$ cat src/rtl/brif_pkg.sv
// Package: shared types for the banked register window.
// Assumes byte-wide bus data; bank encodings are fixed by the select field.
package brif_pkg;
    typedef enum logic [1:0] {
        BANK_IN  = 2'b00,
        BANK_EVT = 2'b01,
        BANK_DBN = 2'b10
    } bank_e;

    localparam int unsigned BYTE_W = 8;
    localparam logic [1:0]  BANK_FORBIDDEN = 2'b11;
    localparam logic [7:0]  SRST_READBACK  = 8'hFC;
endpackage

$ cat src/rtl/brif_ctrl_regs.sv
// Holds the bank field, interrupt enable and mode bit.
// Assumes strobes are already gated against the soft reset cycle.
// The soft reset clears only the bank field.
module brif_ctrl_regs
    import brif_pkg::*;
(
    input  logic       clk,
    input  logic       rst_n,
    input  logic       srst,
    input  logic       bank_stb,
    input  logic       ctrl_stb,
    input  logic [1:0] bank_code,
    input  logic [1:0] ctrl_bits,
    output bank_e      bank,
    output logic       irq_en,
    output logic       enh_mode
);
    // Bank field: cleared by either reset, forbidden code dropped.
    always_ff @(posedge clk) begin
        if (!rst_n || srst) begin
            bank <= BANK_IN;
        end else if (bank_stb && bank_code != BANK_FORBIDDEN) begin
            bank <= bank_e'(bank_code);
        end
    end

    // Interrupt enable and mode: only system reset clears them.
    always_ff @(posedge clk) begin
        if (!rst_n) begin
            irq_en   <= 1'b0;
            enh_mode <= 1'b0;
        end else if (ctrl_stb) begin
            irq_en   <= ctrl_bits[0];
            enh_mode <= ctrl_bits[1];
        end
    end
endmodule

$ cat src/rtl/brif_soft_reset.sv
// Turns a qualified trigger write into a one-cycle reset pulse.
// Assumes the trigger is masked while the pulse is high, so no pulse
// can last longer than one cycle.
module brif_soft_reset (
    input  logic clk,
    input  logic rst_n,
    input  logic trigger,
    output logic pulse
);
    // Pulse register: high for the cycle after a trigger.
    always_ff @(posedge clk) begin
        if (!rst_n) pulse <= 1'b0;
        else        pulse <= trigger;
    end
endmodule

$ cat src/rtl/brif_port_regs.sv
// Stub per-port state: sticky event status (W1C), polarity and debounce enables.
// Assumes per-port strobes are decoded and gated by the caller.
// Soft reset overrides every other update.
module brif_port_regs
    import brif_pkg::*;
#(
    parameter int unsigned NUM_PORTS = 4,
    localparam int unsigned IN_W = NUM_PORTS * BYTE_W
) (
    input  logic                 clk,
    input  logic                 rst_n,
    input  logic                 srst,
    input  logic [NUM_PORTS-1:0] clr_stb,
    input  logic [NUM_PORTS-1:0] pol_stb,
    input  logic [NUM_PORTS-1:0] dbn_stb,
    input  logic [BYTE_W-1:0]    wdata,
    input  logic [IN_W-1:0]      event_in,
    output logic [IN_W-1:0]      status,
    output logic [IN_W-1:0]      polarity,
    output logic [IN_W-1:0]      dbnc
);
    for (genvar p = 0; p < NUM_PORTS; p++) begin : g_port
        logic [BYTE_W-1:0] clr_mask;
        assign clr_mask = clr_stb[p] ? wdata : '0;

        // Status byte: new events win over a same-cycle clear.
        always_ff @(posedge clk) begin
            if (!rst_n || srst) begin
                status[p*BYTE_W +: BYTE_W] <= '0;
            end else begin
                status[p*BYTE_W +: BYTE_W] <=
                    (status[p*BYTE_W +: BYTE_W] & ~clr_mask)
                    | event_in[p*BYTE_W +: BYTE_W];
            end
        end

        // Polarity byte: plain read/write storage.
        always_ff @(posedge clk) begin
            if (!rst_n || srst)  polarity[p*BYTE_W +: BYTE_W] <= '0;
            else if (pol_stb[p]) polarity[p*BYTE_W +: BYTE_W] <= wdata;
        end

        // Debounce enable byte: plain read/write storage.
        always_ff @(posedge clk) begin
            if (!rst_n || srst)  dbnc[p*BYTE_W +: BYTE_W] <= '0;
            else if (dbn_stb[p]) dbnc[p*BYTE_W +: BYTE_W] <= wdata;
        end
    end
endmodule

$ cat src/rtl/brif_banked_regs.sv
// Top: address decode, bank steering, read mux and soft reset.
// Assumes a synchronous byte bus with a combinational read return.
// Map: 0..N-1 lower ports, N..2N-1 upper ports, 2N bank field,
// 2N+1 control, 2N+2 soft reset trigger; the rest read zero.
module brif_banked_regs
    import brif_pkg::*;
#(
    parameter int unsigned NUM_PORTS = 4,
    parameter int unsigned ADDR_W    = 4,
    localparam int unsigned IN_W     = NUM_PORTS * BYTE_W
) (
    input  logic              clk,
    input  logic              rst_n,
    input  logic              bus_we,
    input  logic [ADDR_W-1:0] bus_addr,
    input  logic [7:0]        bus_wdata,
    output logic [7:0]        bus_rdata,
    input  logic [IN_W-1:0]   din,
    input  logic [IN_W-1:0]   event_in,
    output logic              soft_rst,
    output logic              irq,
    output logic [IN_W-1:0]   evt_polarity,
    output logic [IN_W-1:0]   dbnc_en
);
    localparam logic [ADDR_W-1:0] BSEL_A = ADDR_W'(2 * NUM_PORTS);
    localparam logic [ADDR_W-1:0] CTRL_A = ADDR_W'(2 * NUM_PORTS + 1);
    localparam logic [ADDR_W-1:0] SRST_A = ADDR_W'(2 * NUM_PORTS + 2);

    bank_e                bank_q;
    bank_e                eff_bank;
    logic                 irq_en;
    logic                 enh_mode;
    logic                 wr_ok;
    logic [NUM_PORTS-1:0] lo_hit, hi_hit;
    logic [NUM_PORTS-1:0] clr_stb, pol_stb, dbn_stb;
    logic [IN_W-1:0]      evt_status;

    assign wr_ok    = bus_we && !soft_rst;
    assign eff_bank = enh_mode ? bank_q : BANK_IN;

    // Per-port address hits and write strobes for the active bank.
    for (genvar p = 0; p < NUM_PORTS; p++) begin : g_dec
        assign lo_hit[p]  = (bus_addr == ADDR_W'(p));
        assign hi_hit[p]  = (bus_addr == ADDR_W'(NUM_PORTS + p));
        assign clr_stb[p] = wr_ok && eff_bank == BANK_EVT && lo_hit[p];
        assign pol_stb[p] = wr_ok && eff_bank == BANK_EVT && hi_hit[p];
        assign dbn_stb[p] = wr_ok && eff_bank == BANK_DBN && lo_hit[p];
    end

    brif_ctrl_regs u_ctrl (
        .clk       (clk),
        .rst_n     (rst_n),
        .srst      (soft_rst),
        .bank_stb  (wr_ok && bus_addr == BSEL_A),
        .ctrl_stb  (wr_ok && bus_addr == CTRL_A),
        .bank_code (bus_wdata[7:6]),
        .ctrl_bits (bus_wdata[1:0]),
        .bank      (bank_q),
        .irq_en    (irq_en),
        .enh_mode  (enh_mode)
    );

    brif_soft_reset u_srst (
        .clk     (clk),
        .rst_n   (rst_n),
        .trigger (wr_ok && bus_addr == SRST_A && bus_wdata[1]),
        .pulse   (soft_rst)
    );

    brif_port_regs #(.NUM_PORTS(NUM_PORTS)) u_ports (
        .clk      (clk),
        .rst_n    (rst_n),
        .srst     (soft_rst),
        .clr_stb  (clr_stb),
        .pol_stb  (pol_stb),
        .dbn_stb  (dbn_stb),
        .wdata    (bus_wdata),
        .event_in (event_in),
        .status   (evt_status),
        .polarity (evt_polarity),
        .dbnc     (dbnc_en)
    );

    assign irq = irq_en && (|evt_status);

    // Read mux: fixed registers first, then the banked port bytes.
    always_comb begin
        bus_rdata = '0;
        if (bus_addr == BSEL_A) bus_rdata = {bank_q, 6'b0};
        if (bus_addr == CTRL_A) bus_rdata = {6'b0, enh_mode, irq_en};
        if (bus_addr == SRST_A) bus_rdata = SRST_READBACK;
        for (int p = 0; p < NUM_PORTS; p++) begin
            if (lo_hit[p]) begin
                case (eff_bank)
                    BANK_IN:  bus_rdata = din[p*BYTE_W +: BYTE_W];
                    BANK_EVT: bus_rdata = evt_status[p*BYTE_W +: BYTE_W];
                    default:  bus_rdata = dbnc_en[p*BYTE_W +: BYTE_W];
                endcase
            end
            if (hi_hit[p] && eff_bank == BANK_EVT) begin
                bus_rdata = evt_polarity[p*BYTE_W +: BYTE_W];
            end
        end
    end
endmodule

$ cat config.mk
export PLATFORM = sky130hd
export DESIGN_NAME = brif_banked_regs
export DESIGN_NICKNAME = d
export VERILOG_FILES = /design/src/rtl/brif_pkg.sv /design/src/rtl/brif_ctrl_regs.sv /design/src/rtl/brif_soft_reset.sv /design/src/rtl/brif_port_regs.sv /design/src/rtl/brif_banked_regs.sv
export SDC_FILE = /design/constraint.sdc
export NUM_CORES = 1
export LEC_CHECK = 0
export BUFFER_PORTS_ARGS = -buffer_cell sky130_fd_sc_hd__buf_2
export CAP_MARGIN = 40
export CORE_AREA = 5 5 145 92
export CTS_CLUSTER_DIAMETER = 50
export CTS_CLUSTER_SIZE = 30
export DETAILED_ROUTE_END_ITERATION = 7
export DIE_AREA = 0 0 150 97
export PLACE_DENSITY = 0.73
export SLEW_MARGIN = 20
export SYNTH_ARGS = -nofsm -noshare
export SYNTH_HDL_FRONTEND = slang
export SYNTH_SLANG_ARGS = --single-unit
export TNS_END_PERCENT = 20
$ cat constraint.sdc
create_clock -name clk -period 2.9 [get_ports clk]
set_clock_uncertainty 0.15 [all_clocks]
set_input_delay 0.145 -clock clk [delete_from_list [all_inputs] [get_ports clk]]
set_output_delay 0.145 -clock clk [all_outputs]
set_load 0.01 [all_outputs]
==> out/qor.log, run 1 <==
qor: status.run_status completed
qor: pwr.power.clock.fraction 0.408
qor: clock_tree.clock_insertion_delay_worst_skew 0.35 ns
qor: setup_path.worst_ep_required_time 2.61 ns
qor: flow_run.max_cap_violations 0
qor: global_routing.first_pass_grt_wire_length 32,600 um
qor: timing.timing.final.max_slew_violations 0
qor: timing.unrepaired_setup_endpoints_after_global_routing no
qor: hold_path.worst_hold_path.num_cells 3
qor: pwr.p_int 0.00225 W
qor: timing.clock.fmax 351 MHz
qor: drt.post-route-drc-count 0
qor: clock_tree.clock_tree.buffer_depth 2
qor: global_routing.grt_util_all_layers 0.291
qor: setup_path.timing.rr.end u_ports.polarity[27]
qor: cells_and_area.fillcell_total 1,114
qor: setup_path.critPathArrivalTime 2.55 ns
qor: drt.first_pass_detailed_route_iteration_total 5
qor: placement.port-buffer-count 152
qor: setup_path.critical-path-top-cell-by-count sky130_fd_sc_hd__buf_2
qor: clock_tree.cts.reportedPaths.clkPinSlew 0.06 ns
qor: setup_path.cpPeakStageDelay 0.80 ns
qor: global_routing.grt_antenna_before_repair 0
qor: synthesis.synthesis.nets 707
qor: synthesis.netlist-cell-type-count 64
qor: synthesis.yosys_most_used_dff sky130_fd_sc_hd__dfxtp_1
qor: hold_path.hold_path.class in -> reg
qor: global_routing.groute.layer.met3.usage 0.0724
qor: die.die_width 150 um
qor: setup_path.maximum_net_fanout_on_the_critical_path 21
qor: pwr.p_switching 0.000794 W
qor: cells_and_area.ff_latch_area 2030 um2
qor: pwr.leakage 3.12 nW
qor: die.floorplan.core_area 11,800 um2
qor: global_routing.grt_start_max_net_pins 54
qor: synthesis.synth_top_area_cell sky130_fd_sc_hd__dfxtp_1
qor: cells_and_area.diodes 0
qor: clock_tree.number_of_buffers_added_by_the_clock_tree_synthesis_step 9
qor: pwr.seq_power_share 0.480
qor: placement.gp_congestion 0.987
qor: synthesis.post-synth-top-count-cell sky130_fd_sc_hd__dfxtp_1
qor: global_routing.global_route.usage.met2 0.402
qor: die.rows 31
qor: timing.setup-violations-final 0
qor: setup_path.cp_slowest_cell sky130_fd_sc_hd__or4b_1
qor: setup_path.crit_path_end_kind primary output
qor: drt.iter_0_drt_violations 731
qor: pwr.power_density 453 nW/um2
qor: timing.layout_worst_path_cycle_share 0.982
qor: clock_tree.tritoncts yes
qor: synthesis.ys_top_cells_by_count 101 x sky130_fd_sc_hd__dfxtp_1, 92 x sky130_fd_sc_hd__nor2_1, 76 x sky130_fd_sc_hd__a21oi_1
qor: placement.dp_hpwl 16,000 um
qor: synthesis.async_flop_share 0
qor: pwr.power.switching_fraction 0.260
qor: clock_tree.clock_sinks 101
qor: synthesis.post_synth_main_area_contributors sky130_fd_sc_hd__dfxtp_1 39%, sky130_fd_sc_hd__mux2i_1 10%, sky130_fd_sc_hd__a21oi_1 7.3%
qor: synthesis.yosys_register_bits 101
qor: timing.finalWorstPathRequiredPeriod 2.85 ns
qor: setup_path.crit_type in -> out
qor: hold_path.hold_start bus_wdata[6]
qor: drt.routed_via_count 5,847
qor: die.io_pins 153
qor: cells_and_area.design.final.nets 872
qor: hold_path.holdPathEnd u_ports.polarity[22]
qor: drt.vias_per_cell 6.08
qor: die.fp.dieH 97 um
qor: clock_tree.ctsHtreeMaxLevel 3
qor: global_routing.via_count_of_the_first_global_routing_pass 5,621
qor: cells_and_area.multi_input_area 2910 um2
qor: drt.ant_nets 0
qor: synthesis.synthesis.area 5210 um2
qor: die.die-area 14,600 um2
qor: timing.totalNegativeSetupSlack 0 ns
qor: synthesis.synth-seq-area-share 0.388
qor: drt.routed_wl 21,700 um
qor: pwr.combinationalPowerShare 0.112
qor: global_routing.global_route.usage.met1 0.441
qor: synthesis.synthesis.yosys.warnings 0
qor: setup_path.critical_path.startpoint_type input port
qor: cells_and_area.drive_above_1_share 0.279
qor: setup_path.crit_chain buf_2, or4b_1, a221oi_1, o21ai_1, o211ai_2, nand3_1, buf_2
qor: synthesis.mean_instance_size_in_the_synthesized_netlist 8.29 um2
qor: drt.detail_route.wl_per_cell 22.5 um
qor: setup_path.rrSetupSlack 0.77 ns
qor: timing.timing.slew.headroom 0.503
qor: synthesis.synthesis.instances 628
qor: cells_and_area.areaGrowthSynthToFinish 29.2%
qor: synthesis.top_area_cell_type_share_of_the_netlist_area 0.388
qor: timing.timing_worst_slew_pin_value 0.740 ns
qor: setup_path.worstReg2RegStart u_ctrl.bank[1]
qor: die.floorplan.initialDensity 0.442
qor: pwr.max-vdd-ir-drop 0.000276 V
qor: global_routing.gr-total-overflow 0
qor: cells_and_area.utilization 0.571
qor: clock_tree.post-cts-setup-buffer-count 0
qor: clock_tree.cts_root_buf sky130_fd_sc_hd__clkbuf_16
qor: setup_path.ff2ff_path_depth 5
qor: timing.report.final.hold_viol_count 0
qor: synthesis.synth_edf_count 0
qor: global_routing.grt-busiest-layer met1
## stage by stage
stage	std cells	hold WS [ns]	setup slack [ns]	power, W	area, um2
CTS	962	0.0846	0.00502	0.00304	6720
finish	962	0.101	0.0530	0.00305	6730
global route	962	0.104	0.0102	0.00313	6730
global placement	914	0.199	0.175	0.00178	6090
floorplan	628	0.112	0.884	0.00164	5210
detailed placement	914	0.208	0.227	0.00179	6090
## metal layers
metal	part of all wire	vias up
met4	0.022	0
met5	0	-
li1	-	2613
met1	0.44	2782
met3	0.13	50
met2	0.40	402
## state kept, by name, indices dropped and copies added (netlist names)
name / count
u_ctrl.bank: 2
u_ctrl.enh_mode: 1
u_ctrl.irq_en: 1
u_ports.dbnc: 32
u_ports.polarity: 32
u_ports.status: 32
u_srst.pulse: 1
## power by group through the flow
stage	clock, W	combinational [W]	sequential (W)
after floorplan	0	0.000166	0.00147
after global placement	0	0.000291	0.00149
after detailed placement	0	0.000295	0.00149
after CTS	0.00125	0.000330	0.00146
after global routing	0.00131	0.000364	0.00146
final	0.00124	0.000340	0.00146
## cells by family after synthesis
| logic type | Yosys count | synth area share |
|---|---|---|
| and+or+nand+nor | 253 | 0.244 |
| muxes | 53 | 0.102 |
| buffers and inverters | 58 | 0.0558 |
| AOI/OAI and AO/OA | 163 | 0.210 |
| DFF | 101 | 0.388 |
## how the worst max path moves through the flow
| stage | start | endpoint | slack (ns) |
|---|---|---|---|
| 2_1_floorplan | u_ctrl.bank[1] | bus_rdata[0] | 0.88 |
| 3_3_place_gp | bus_addr[0] | bus_rdata[4] | 0.18 |
| 3_5_place_dp | bus_addr[0] | bus_rdata[3] | 0.23 |
| 4_1_cts | u_ctrl.enh_mode | bus_rdata[1] | 0.005 |
| 5_1_grt | bus_addr[0] | bus_rdata[3] | 0.01 |
| 6_report | bus_addr[0] | bus_rdata[3] | 0.05 |
## what timing repair did
action | 4_1_cts | 5_1_grt
hold buffers | 33 | 0
gates resized for setup | 1 | 4
endpoints found under the setup margin | 2 | 2
hold endpoints to repair | 35 | 0
## worst max-delay path, delay by kind of cell
kind | cells | cell delay [ns]
AND/OR/NAND/NOR | 2 | 0.91
AO/OA/AOI/OAI | 3 | 0.97
buffers and inverters | 2 | 0.50
## layout by cell type, fill, tap and decap left out, types with 8 or more instances in the layout
cell type / synthesis / routed
sky130_fd_sc_hd__a221o_1: 14 / 14
sky130_fd_sc_hd__nor2_1: 92 / 92
sky130_fd_sc_hd__dfxtp_1: 101 / 98
sky130_fd_sc_hd__nor3_1: 8 / 8
sky130_fd_sc_hd__o21ai_0: 11 / 11
sky130_fd_sc_hd__a21oi_1: 76 / 76
sky130_fd_sc_hd__a221oi_1: 13 / 13
sky130_fd_sc_hd__clkbuf_16: 0 / 9
sky130_fd_sc_hd__nand2_1: 72 / 72
sky130_fd_sc_hd__buf_2: 18 / 152
sky130_fd_sc_hd__mux2i_1: 52 / 52
sky130_fd_sc_hd__dlygate4sd3_1: 0 / 33
sky130_fd_sc_hd__nor4_1: 10 / 10
sky130_fd_sc_hd__buf_4: 3 / 22
sky130_fd_sc_hd__nand3_1: 22 / 22
## area by class of cell
class,count,share of cell area
Multi-Input combinational cell,469,0.432
Tap cell,165,0.0307
Clock buffer,10,0.0355
Clock inverter,5,0.00893
Timing Repair Buffer,208,0.190
Sequential cell,101,0.301
Inverter,4,0.00223
Note: power is estimated with default switching activity, not from simulation.
==> run 2: changes to the inputs <==
Settings changed: CORE_AREA 5 5 145 92 to 10 10 150 97, DIE_AREA 0 0 150 97 to 0 0 160 107.
==> out/qor.log, run 2 (synthesized netlist as in run 1, its figures left out) <==
qor: status.run_status completed
qor: setup_path.crit_type reg -> out
qor: setup_path.crit_chain buf_4, and3b_2, buf_4, a21oi_2, or4_1, o32ai_2, buf_2
qor: cells_and_area.drive_above_1_share 0.291 [+0.0120]
qor: clock_tree.cts.reportedPaths.clkPinSlew 0.07 ns [about the same]
qor: setup_path.cpPeakStageDelay 0.55 ns [-0.25 ns]
qor: flow_run.max_cap_violations 0 [unchanged]
qor: timing.layout_worst_path_cycle_share 0.970 [-0.0119]
qor: pwr.power.switching_fraction 0.263 [+0.00283]
qor: drt.detail_route.wl_per_cell 23.4 um [+3.8%]
qor: drt.vias_per_cell 5.93 [-2.5%]
qor: clock_tree.clock_insertion_delay_worst_skew 0.34 ns [about the same]
qor: setup_path.worst_ep_required_time 2.61 ns [about the same]
qor: pwr.p_switching 0.000812 W [+2.4%]
qor: placement.gp_congestion 0.956 [-3.2%]
qor: clock_tree.post-cts-setup-buffer-count 0 [unchanged]
qor: die.floorplan.core_area 11,800 um2 [unchanged]
qor: die.die-area 17,100 um2 [+18%]
qor: clock_tree.clock_sinks 101 [unchanged]
qor: pwr.power_total 0.00309 W [+1.3%]
qor: die.fp.dieH 107 um [+10%]
qor: pwr.max-vdd-ir-drop 0.000264 V [-4.7%]
qor: pwr.combinationalPowerShare 0.113 [about the same]
qor: placement.placement.cell_area 6120 um2 [+0.49%]
qor: pwr.seq_power_share 0.474 [-0.006]
qor: pwr.leakage 3.17 nW [+1.6%]
qor: timing.setup-violations-final 0 [unchanged]
qor: global_routing.grt_start_max_net_pins 54 [unchanged]
qor: die.floorplan.initialDensity 0.442 [unchanged]
qor: timing.report.final.hold_viol_count 0 [unchanged]
qor: placement.dp_hpwl 16,900 um [+5.7%]
qor: drt.first_pass_detailed_route_iteration_total 5 [unchanged]
qor: drt.routed_via_count 5,733 [-1.9%]
qor: clock_tree.cts_root_buf sky130_fd_sc_hd__clkbuf_16
qor: timing.timing.slew.headroom 0.577 [+0.0742]
qor: timing.clock.fmax 356 MHz [+1.2%]
qor: setup_path.critical_path.startpoint_type flip-flop
qor: drt.ant_nets 0 [unchanged]
qor: drt.iter_0_drt_violations 644 [-12%]
qor: die.rows 31 [unchanged]
qor: placement.place_inst 918 [+0.44%]
qor: die.die_width 160 um [+6.7%]
qor: setup_path.crit_path_end_kind primary output
qor: drt.post-route-drc-count 0 [unchanged]
qor: die.io_pins 153 [unchanged]
qor: cells_and_area.diodes 0 [unchanged]
qor: cells_and_area.largest_registers u_ports.dbnc x32, u_ports.polarity x32, u_ports.status x32
qor: cells_and_area.layout.cells.most_common_list 152 x sky130_fd_sc_hd__buf_2, 98 x sky130_fd_sc_hd__dfxtp_1, 92 x sky130_fd_sc_hd__nor2_1, 76 x sky130_fd_sc_hd__a21oi_1, 72 x sky130_fd_sc_hd__nand2_1
qor: timing.timing.hold.ws 0.114 ns [+0.0126 ns]
qor: timing.unrepaired_setup_endpoints_after_global_routing no
qor: timing.finalWorstPathRequiredPeriod 2.81 ns [-0.0344 ns]
qor: global_routing.grt_util_all_layers 0.252 [-0.0385]
qor: clock_tree.number_of_buffers_added_by_the_clock_tree_synthesis_step 9 [unchanged]
qor: timing.timing_worst_slew_pin_value 0.634 ns [-0.106 ns]
qor: clock_tree.clock_tree.buffer_depth 2 [unchanged]
qor: global_routing.grt_antenna_before_repair 0 [unchanged]
qor: setup_path.critPathArrivalTime 2.52 ns [-0.03 ns]
qor: placement.place_worst_setup_slack 0.188 ns [-0.0384 ns]
qor: drt.routed_wl 22,600 um [+4.3%]
qor: pwr.p_int 0.00227 W [+0.89%]
qor: timing.finalWorstSetupSlack 0.0874 ns [+0.0344 ns]
qor: cells_and_area.fin_cells 967 [+0.52%]
qor: pwr.power_density 453 nW/um2 [about the same]
qor: cells_and_area.final_cell_area 6810 um2 [+1.3%]
qor: setup_path.maximum_net_fanout_on_the_critical_path 11 [-48%]
qor: global_routing.first_pass_grt_wire_length 33,900 um [+3.7%]
qor: timing.timing.final.max_slew_violations 0 [unchanged]
qor: cells_and_area.layout.cells.most_common sky130_fd_sc_hd__buf_2
qor: setup_path.critical-path-top-cell-by-count sky130_fd_sc_hd__buf_4
qor: placement.port-buffer-count 152 [unchanged]
qor: global_routing.via_count_of_the_first_global_routing_pass 5,533 [-1.6%]
qor: global_routing.gr-total-overflow 0 [unchanged]
qor: clock_tree.tritoncts yes
qor: setup_path.cp_slowest_cell sky130_fd_sc_hd__or4_1
qor: clock_tree.ctsHtreeMaxLevel 3 [unchanged]
qor: pwr.power.clock.fraction 0.413 [+0.005]
qor: cells_and_area.design.final.nets 876 [+0.46%]
qor: cells_and_area.areaGrowthSynthToFinish 30.9%
qor: hold_path.hold_path.class in -> reg
-- run 2: worst max-delay path, delay by kind of cell (launching register included) --
family | cells | cell delay, ns
flops | 1 | 0.37
simple gates | 2 | 0.94
compound gates | 2 | 0.31
buf+inv | 3 | 0.56
-- run 2: power groups by stage --
stage	clock network, W	logic (W)	registers [W]
4_1_cts	0.00129	0.000335	0.00146
5_1_grt	0.00134	0.000369	0.00146
3_5_place_dp	0	0.000300	0.00149
6_report	0.00127	0.000349	0.00146
2_1_floorplan	0	0.000166	0.00147
3_3_place_gp	0	0.000297	0.00149
-- run 2: final timing paths --
| kind | from | to | slack [ns] | depth (start not counted) |
|---|---|---|---|---|
| hold reg to reg | u_ports.polarity[19] | u_ports.polarity[19] | 0.34 | 2 |
| setup reg to reg | u_ctrl.bank[1] | u_ports.polarity[26] | 0.67 | 6 |
| hold / removal | bus_wdata[1] | u_srst.pulse | 0.11 | 3 |
| setup / recovery | u_ctrl.bank[1] | bus_rdata[0] | 0.09 | 7 |
-- run 2: cell type report --
class | count | area [um2]
Clock buffer | 10 | 239
Clock inverter | 6 | 76.3
Fill cell | 1114 | 4980
Inverter | 4 | 15.0
Multi-Input combinational cell | 469 | 2950
Sequential cell | 101 | 2030
Tap cell | 165 | 206
Timing Repair Buffer | 212 | 1310
-- run 2: through the flow --
stage | util | TNS, ns
floorplan | - | 0
global placement | 0.519 | 0
detailed placement | 0.519 | 0
CTS | 0.575 | -0.00477
global route | 0.578 | 0
finish | 0.578 | 0
-- run 2: per-layer routing --
metal	vias to the layer above	wire, um	GRT usage	part of all wire
li1	2619	-	-	-
met1	2724	10300	0.362	0.45
met2	366	9230	0.358	0.41
met3	24	2870	0.0848	0.13
met4	0	228	0.0483	0.010
met5	-	0	0	0
-- run 2: timing repair --
item,4_1_cts,5_1_grt
hold endpoints to repair,35,0
gates resized for setup,6,6
setup endpoints to repair,3,6
hold buffers,33,0
